File: src/rtl/mpu_pkg.sv
package mpu_pkg;

    // Rights bits; sr is bit 0 so the default register layout is {uw, ur, sw, sr}
    typedef struct packed {
        logic uw;
        logic ur;
        logic sw;
        logic sr;
    } perm_t;

    typedef enum logic {
        RPT_IDLE       = 1'b0,
        RPT_FETCH_PEND = 1'b1
    } rpt_state_t;

    localparam logic CAUSE_DATA  = 1'b0;
    localparam logic CAUSE_FETCH = 1'b1;

endpackage

File: src/rtl/mpu_cfg_regs.sv
module mpu_cfg_regs
    import mpu_pkg::*;
#(
    parameter int AW     = 32,
    parameter int NCH    = 2,
    parameter int CFG_AW = 3
) (
    input  logic                     clk,
    input  logic                     rst_n,
    input  logic                     we,
    input  logic [CFG_AW-1:0]        waddr,
    input  logic [AW-1:0]            wdata,
    input  logic                     mode_sv,
    input  logic                     mode_emu,
    output logic [NCH-1:0][AW-1:0]   base_o,
    output logic [NCH-1:0][AW-1:0]   limit_o,
    output logic [NCH-1:0]           en_o,
    output logic [NCH-1:0]           srx_o,
    output logic [NCH-1:0]           sw_o,
    output logic [NCH-1:0]           urx_o,
    output logic [NCH-1:0]           uw_o,
    output perm_t                    dflt_o
);

    localparam int CTRL_IDX = 2 * NCH;
    localparam int DFLT_IDX = 2 * NCH + 1;
    localparam int CTRL_W   = 5 * NCH;

    logic              wr_ok;
    logic [CTRL_W-1:0] ctrl_q;

    // Writes are honoured only in a privileged mode
    assign wr_ok = we & (mode_sv | mode_emu);

    for (genvar g = 0; g < NCH; g++) begin : g_chan
        always_ff @(posedge clk or negedge rst_n) begin
            if (!rst_n) begin
                base_o[g]  <= '0;
                limit_o[g] <= '0;
            end else if (wr_ok) begin
                if (waddr == CFG_AW'(2 * g))
                    base_o[g] <= wdata;
                if (waddr == CFG_AW'(2 * g + 1))
                    limit_o[g] <= wdata;
            end
        end
    end

    always_ff @(posedge clk or negedge rst_n) begin
        if (!rst_n) begin
            ctrl_q <= '0;
            dflt_o <= '{uw: 1'b1, ur: 1'b1, sw: 1'b1, sr: 1'b1};
        end else if (wr_ok) begin
            if (waddr == CFG_AW'(CTRL_IDX))
                ctrl_q <= wdata[CTRL_W-1:0];
            if (waddr == CFG_AW'(DFLT_IDX))
                dflt_o <= perm_t'(wdata[3:0]);
        end
    end

    assign en_o  = ctrl_q[NCH-1:0];
    assign srx_o = ctrl_q[2*NCH-1:NCH];
    assign sw_o  = ctrl_q[3*NCH-1:2*NCH];
    assign urx_o = ctrl_q[4*NCH-1:3*NCH];
    assign uw_o  = ctrl_q[5*NCH-1:4*NCH];

endmodule

File: config.mk
export PLATFORM = sky130hd
export DESIGN_NAME = mpu_cfg_regs
export DESIGN_NICKNAME = d
export VERILOG_FILES = /design/src/rtl/mpu_pkg.sv /design/src/rtl/mpu_cfg_regs.sv
export SDC_FILE = /design/constraint.sdc
export NUM_CORES = 1
export LEC_CHECK = 0
export BUFFER_PORTS_ARGS = -buffer_cell sky130_fd_sc_hd__buf_2
export CAP_MARGIN = 10
export CORE_ASPECT_RATIO = 2
export CORE_MARGIN = 8
export CORE_UTILIZATION = 50
export DETAILED_ROUTE_END_ITERATION = 8
export GPL_TIMING_DRIVEN = 0
export PLACE_DENSITY = 0.85
export SYNTH_ARGS = -nofsm -noshare
export SYNTH_HDL_FRONTEND = slang
export SYNTH_SLANG_ARGS = --single-unit
File: constraint.sdc
create_clock -name clk -period 0.88 [get_ports clk]
set_input_delay 0.176 -clock clk [delete_from_list [all_inputs] [get_ports clk]]
set_output_delay 0.176 -clock clk [all_outputs]
set_load 0.01 [all_outputs]
==> results of run 1 <==
## metal layers
layer | up-vias | share of wire (%) | routed length [microns] | track usage [%]
li1 | 1841 | - | - | -
met1 | 2325 | 34 | 7880 | 26.3
met2 | 268 | 54 | 12500 | 49.2
met3 | 93 | 4.9 | 1120 | 5.68
met4 | 0 | 6.4 | 1480 | 16.2
met5 | - | 0 | 0 | 0
## through the flow
step           instances  hold WS, ps  setup slack [ps]
3_3_place_gp         629          448             -2080
3_5_place_dp         630          143              -994
6_report             832         -297              -439
5_1_grt              832         -268              -441
2_1_floorplan        308         -120              -637
4_1_cts              773         -288              -397
## cell families after synthesis
family | after synthesis | synth area share (%)
compound gates | 2 | 0.433
buf+inv | 13 | 2.26
flops | 142 | 64.9
mux | 142 | 31.2
simple gates | 9 | 1.21
## power breakdown
part	leakage (nW)	internal [W]	total, W	switching (W)
Clock	0.285	0.00436	0.00724	0.00288
Combinational	3.03	0.00597	0.00945	0.00349
Sequential	1.71	0.00814	0.00944	0.00130
Total	5.03	0.0185	0.0261	0.00767
## repair_timing
action                                  CTS  global route
pin swaps                                 4             3
setup buffers                           103            72
cloned                                   10             1
endpoints found under the hold margin    50            50
endpoints found under the setup margin  278           284
resized for setup                       104            91
## flip-flops by register name, indices dropped and copies added, names as in the netlist
name and flops:
base_o 64, ctrl_q 10, dflt_o 4, limit_o 64
## worst min-delay path by stage
stage | slack (ps) | cells after the start | from | to
2_1_floorplan | -120 | 0 | rst_n | base_o[0]$_DFFE_PN0P_
3_3_place_gp | 450 | 2 | wdata[18] | limit_o[50]$_DFFE_PN0P_
3_5_place_dp | 140 | 1 | rst_n | base_o[13]$_DFFE_PN0P_
4_1_cts | -290 | 1 | rst_n | base_o[13]$_DFFE_PN0P_
5_1_grt | -270 | 1 | rst_n | limit_o[45]$_DFFE_PN0P_
6_report | -300 | 1 | rst_n | base_o[13]$_DFFE_PN0P_
## cells in the mapped netlist (all sizes together)
cell type,n,area (sq um)
dfstp,4,105
or4b,1,13.8
nor3,1,10.0
o21ai,1,5.00
nand2,1,3.75
mux2,142,1710
nand3,1,5.00
buf,13,124
nor4b,1,15.0
nor2,3,11.3
dfrtp,138,3450
nand3b,1,7.51
o21bai,1,18.8
## worst max-delay path: stages
cell	delay [ps]
buf_8	100
o21bai_4	170
or4b_4	520
buf_12	170
buf_12	150
mux2_4	310
## area by class of cell
| class | instances | area (sq um) | share of cell area [%] |
|---|---|---|---|
| clock inverter | 7 | 76.3 | 0.779 |
| clock buffer | 24 | 512 | 5.22 |
| multi-input combinational | 153 | 2270 | 23.2 |
| timing repair buffer | 357 | 3030 | 30.9 |
| buffer | 9 | 175 | 1.79 |
| sequential | 142 | 3560 | 36.3 |
| tap | 140 | 175 | 1.79 |
==> metrics.md, run 1 <==
| Metric | Value |
|---|---|
| Outcome | `finished with violations` |
| Failing checks | `hold timing, setup timing` |
| DRC marker count from the first detailed-route iteration | `190` |
| Final RePlAce weighted congestion | `0.799` |
| Final nets | `720` |
| Die width | `90.1 microns` |
| CP endpoint kind | `flop` |
| Via density | `5.44` |
| Die height | `164 microns` |
| Max_cap viols | `0` |
| Setup crit start | `waddr[1]` |
| R2r worst-path depth | `3` |
| Max-slew violation count | `0` |
| Core Rows | `54` |
| Worst r2r src | `limit_o[32]$_DFFE_PN0P_` |
| Global-route wire length before repair | `29400 microns` |
| R2R setup slack | `-230 ps` |
| P per Cell Area | `2670 nW/um^2` |
| Final Setup Violations | `284` |
| Synthesized cell area | `5480 sq um` |
| Lkg Pwr | `5.03 nW` |
| Clock Latency Late Sink | `400 ps` |
| Leading cell type in the layout, fill and taps excluded | `buf_4` |
| Worst slew pin tran | `492 ps` |
| DRC violations left | `0` |
| Total Power | `0.0261 W` |
| Final min period | `1320 ps` |
| Most frequent cells in the layout | `145 x buf_4, 142 x mux2_4, 138 x dfrtp_1, 105 x buf_2, 82 x buf_6` |
| Post-detail-place hpwl | `10700 microns` |
| Clk pin slew, worst setup/hold paths | `60 ps` |
| Setup CP Type | `in2reg` |
| N_diodes | `0` |
| Layout cells sized above 1 | `79.5%` |
| Initial antenna violation count | `0` |
| Final Core Density | `90.7%` |
| Critical path capture point | `base_o[11]$_DFFE_PN0P_` |
| YS warnings | `0` |
| Fin. Hold Viols | `50` |
| # fillers | `373` |
| IO Pins | `182` |
| Crit start category | `input port` |
| Placed instance area | `6910 sq um` |
| Final WS setup | `-439 ps` |
| WL/cell | `27.7 microns` |
| Net Count, Synth | `348` |
| Initial core utilization | `50.7%` |
| Die area | `14800 sq um` |
| Sequential fraction of the synthesis area | `64.9%` |
| DR vias | `4527` |
| Deepest clock path buffer count | `2` |
| Worst path required time | `1160 ps` |
| Routed wire length | `23000 microns` |
| WP data arrival | `1600 ps` |
| GRT Resource Usage Total | `26.5%` |
| Critical R2R Capture | `limit_o[32]$_DFFE_PN0P_` |
| CTS Sinks | `142` |
| Unique cell type count in the Yosys netlist | `17` |
| Largest net degree at the start of global routing | `93` |
| VDD IR-drop max | `1.79 mV` |
| Vias in the first global route | `4824` |
| Syn Area/Cell | `17.8 sq um` |
| Clock root cell | `clkbuf_16` |
| H-tree depth | `4` |
| Critical path peak fanout | `10` |
| TNS Setup | `-76590 ps` |
| Final period util | `150%` |
| Class of the worst hold path | `in2async` |
| Number of buffers created by CTS | `17` |
| TritonRoute pass-1 iters | `4` |
| Register bit total from synthesis | `142` |
| Core area | `10800 sq um` |
| Worst Clk Skew | `0 ps` |
| Port Buf Inserts | `181` |
| Area Overhead vs Synth | `78.7%` |
| Relative slew slack | `67.2%` |
| Max Freq | `0.758 GHz` |
| RSZ-0062 raised after global routing | `yes` |
| Routed Antenna Nets | `0` |
| Gr ovfl total | `0` |
| Fin Hold WS | `-297 ps` |
| CTS tree | `done` |
| Design area | `9800 sq um` |
| Syn Inst Count | `308` |
No activity file was read; power rests on OpenSTA's default activity.
==> run 2: changes to the inputs <==
--- a/config.mk
+++ b/config.mk
@@ -13,6 +13,7 @@
 export DETAILED_ROUTE_END_ITERATION = 8
 export GPL_TIMING_DRIVEN = 0
 export PLACE_DENSITY = 0.85
+export SKIP_LAST_GASP = 1
 export SYNTH_ARGS = -nofsm -noshare
 export SYNTH_HDL_FRONTEND = slang
 export SYNTH_SLANG_ARGS = --single-unit
==> run 2 against run 1 <==
Effect of this change: the flow still finishes with violations (hold timing, setup timing); global-route usage grew 0.31 points; final cell count is 1.4% higher; sequential cell count stayed put; sequential power rose by 1%; non-clock buffer count up 11; fmax down 0.53%; utilization is 1.8 points higher; first-iteration DRC count rose by 32%; hold slack improved by 4.4 ps; highest routed layer unchanged.
==> metrics.md, run 2 (same netlist as run 1, synthesis figures left out) <==
| Metric | Value |
|---|---|
| Final nets | `731 (+1.5%)` |
| Clock Latency Late Sink | `420 ps (+20 ps)` |
| CP endpoint kind | `flop` |
| Port Buf Inserts | `181 (unchanged)` |
| DP Worst Slack | `-994 ps (unchanged)` |
| Worst Clk Skew | `0 ps (unchanged)` |
| WP data arrival | `1630 ps (+30 ps)` |
| Top cell by count, worst path | `buf_12` |
| Die width | `90.1 microns (unchanged)` |
| Largest net degree at the start of global routing | `93 (unchanged)` |
| Layout cells sized above 1 | `79.9% (+0.46 points)` |
| Clock root cell | `clkbuf_16` |
| Routed wire length | `25400 microns (+10%)` |
| Crit-path slowest cell | `or4b_4` |
| DRC marker count from the first detailed-route iteration | `250 (+32%)` |
| TritonRoute pass-1 iters | `4 (unchanged)` |
| H-tree depth | `4 (unchanged)` |
| Largest regs | `base_o x64, limit_o x64, ctrl_q x10` |
| Worst slew pin tran | `501 ps (+9.72 ps)` |
| Leading cell type in the layout, fill and taps excluded | `buf_4` |
| Crit path max-delay family | `simple AND/OR/NAND/NOR gates` |
| Design area | `9990 sq um (+2.0%)` |
| DR vias | `4693 (+3.7%)` |
| Most frequent cells in the layout | `148 x buf_4, 138 x dfrtp_1, 134 x mux2_4, 99 x buf_2, 91 x buf_6` |
| Lkg Pwr | `5.10 nW (+1.5%)` |
| Die area | `14800 sq um (unchanged)` |
| Fin. Hold Viols | `50 (unchanged)` |
| Deepest clock path buffer count | `2 (unchanged)` |
| Met3 usage | `6.09% (+0.41 points)` |
| Gr ovfl total | `0 (unchanged)` |
| Initial core utilization | `50.7% (unchanged)` |
| Final period util | `151% (+0.79 points)` |
| Core Rows | `54 (unchanged)` |
| Fin Hold WS | `-292 ps (+4.42 ps)` |
| Crit path largest cell delay | `530 ps (about the same)` |
| Global-route wire length before repair | `29700 microns (+1.1%)` |
| R2r worst-path depth | `3 (unchanged)` |
| Final RePlAce weighted congestion | `0.799 (unchanged)` |
| Crit start category | `input port` |
| Failing checks | `hold timing, setup timing` |
| Met1 GRT Util | `26.7% (+0.37 points)` |
| Critical path depth | `6 (unchanged)` |
| GRT busiest layer | `met2` |
| Via density | `5.56 (+2.2%)` |
| Relative slew slack | `66.6% (-0.65 points)` |
| Routed Antenna Nets | `0 (unchanged)` |
| Outcome | `finished with violations` |
| VDD IR-drop max | `2.26 mV (+27%)` |
| Die height | `164 microns (unchanged)` |
| CTS tree | `done` |
| Core area | `10800 sq um (unchanged)` |
| Met2 usage | `50.5% (+1.3 points)` |
| Number of buffers created by CTS | `17 (unchanged)` |
| Clk pin slew, worst setup/hold paths | `60 ps (about the same)` |
| Final min period | `1330 ps (+6.96 ps)` |
| Worst path required time | `1180 ps (+20 ps)` |
| DRC violations left | `0 (unchanged)` |
| Max_cap viols | `0 (unchanged)` |
| CTS Sinks | `142 (unchanged)` |
| Initial antenna violation count | `1 (+1)` |
| GRT Resource Usage Total | `26.8% (+0.31 points)` |
| Vias in the first global route | `4765 (-1.2%)` |
| Max-slew violation count | `0 (unchanged)` |
| Class of the worst hold path | `in2async` |
| P per Cell Area | `2660 nW/um^2 (-0.38%)` |
| Placed instance area | `6910 sq um (unchanged)` |
| Final WS setup | `-446 ps (-6.96 ps)` |
| Setup CP Type | `in2reg` |
| Post-detail-place hpwl | `10700 microns (unchanged)` |
| WL/cell | `30.0 microns (+8.7%)` |
| RSZ-0062 raised after global routing | `yes` |
| Total Power | `0.0266 W (+1.6%)` |
| Max Freq | `0.754 GHz (-0.53%)` |
| Area Overhead vs Synth | `82.2%` |
| Critical path peak fanout | `10 (unchanged)` |
| Worst path bufs/invs | `3 (unchanged)` |
| Crit path cell chain | `buf_8 -> o21bai_4 -> or4b_4 -> buf_12 -> buf_12 -> mux2_4` |
| Final Setup Violations | `280 (-1.4%)` |
| IO Pins | `182 (unchanged)` |
-- run 2: final timing paths --
kind	start	to	slack (ps)
min reg2reg	limit_o[5]$_DFFE_PN0P_	limit_o[5]$_DFFE_PN0P_	510
max reg2reg	limit_o[21]$_DFFE_PN0P_	limit_o[21]$_DFFE_PN0P_	-240
max in group asynchronous	rst_n	dflt_o[3]$_DFFE_PN1P_	320
min in group clk	wdata[10]	base_o[42]$_DFFE_PN0P_	50
max	waddr[1]	base_o[24]$_DFFE_PN0P_	-450
min	rst_n	base_o[13]$_DFFE_PN0P_	-290
-- run 2: repair_timing --
action / 4_1_cts / 5_1_grt
hold endpoints to repair: 50 / 50
resized for setup: 96 / 104
pin swaps: 4 / 3
cloned: 10 / 2
buffers inserted: 103 / 82
setup endpoints to repair: 278 / 284
-- run 2: where the power goes --
| part | internal [W] | total, W | leakage [nW] | switching [W] |
|---|---|---|---|---|
| Sequential | 0.00814 | 0.00953 | 1.71 | 0.00139 |
| Combinational | 0.00604 | 0.00966 | 3.11 | 0.00362 |
| Clock | 0.00436 | 0.00736 | 0.285 | 0.00300 |
| Total | 0.0185 | 0.0266 | 5.10 | 0.00801 |
-- run 2: stage by stage --
| stage | instances | hold slack (ps) | utilization [%] | TNS (ps) |
|---|---|---|---|---|
| floorplan | 308 | -120 | - | -61820 |
| global placement | 629 | 448 | 63.6 | -392540 |
| detailed placement | 630 | 143 | 63.9 | -112720 |
| CTS | 773 | -288 | 83.9 | -64510 |
| global route | 844 | -262 | 92.5 | -86430 |
| finish | 844 | -292 | 92.5 | -82600 |
-- run 2: worst reg2reg max path: cells and delay by family, from the launching register on --
family,cells,cell delay [ps]
muxes,1,290
DFF,1,420
buffers and inverters,2,280
-- run 2: final cells by class --
type / count / area, sq um
clock buffer: 24 / 512
timing repair buffer: 370 / 3290
fill: 332 / 816
multi-input combinational: 153 / 2240
sequential: 142 / 3560
tap: 140 / 175
clock inverter: 7 / 76.3
antenna: 1 / 2.50
buffer: 7 / 140
-- run 2: metal layers --
layer / share of wire, % / routed length (microns)
met1: 33 / 8450
met2: 54 / 13700
met3: 5.9 / 1490
met4: 6.8 / 1710
met5: 0 / 0
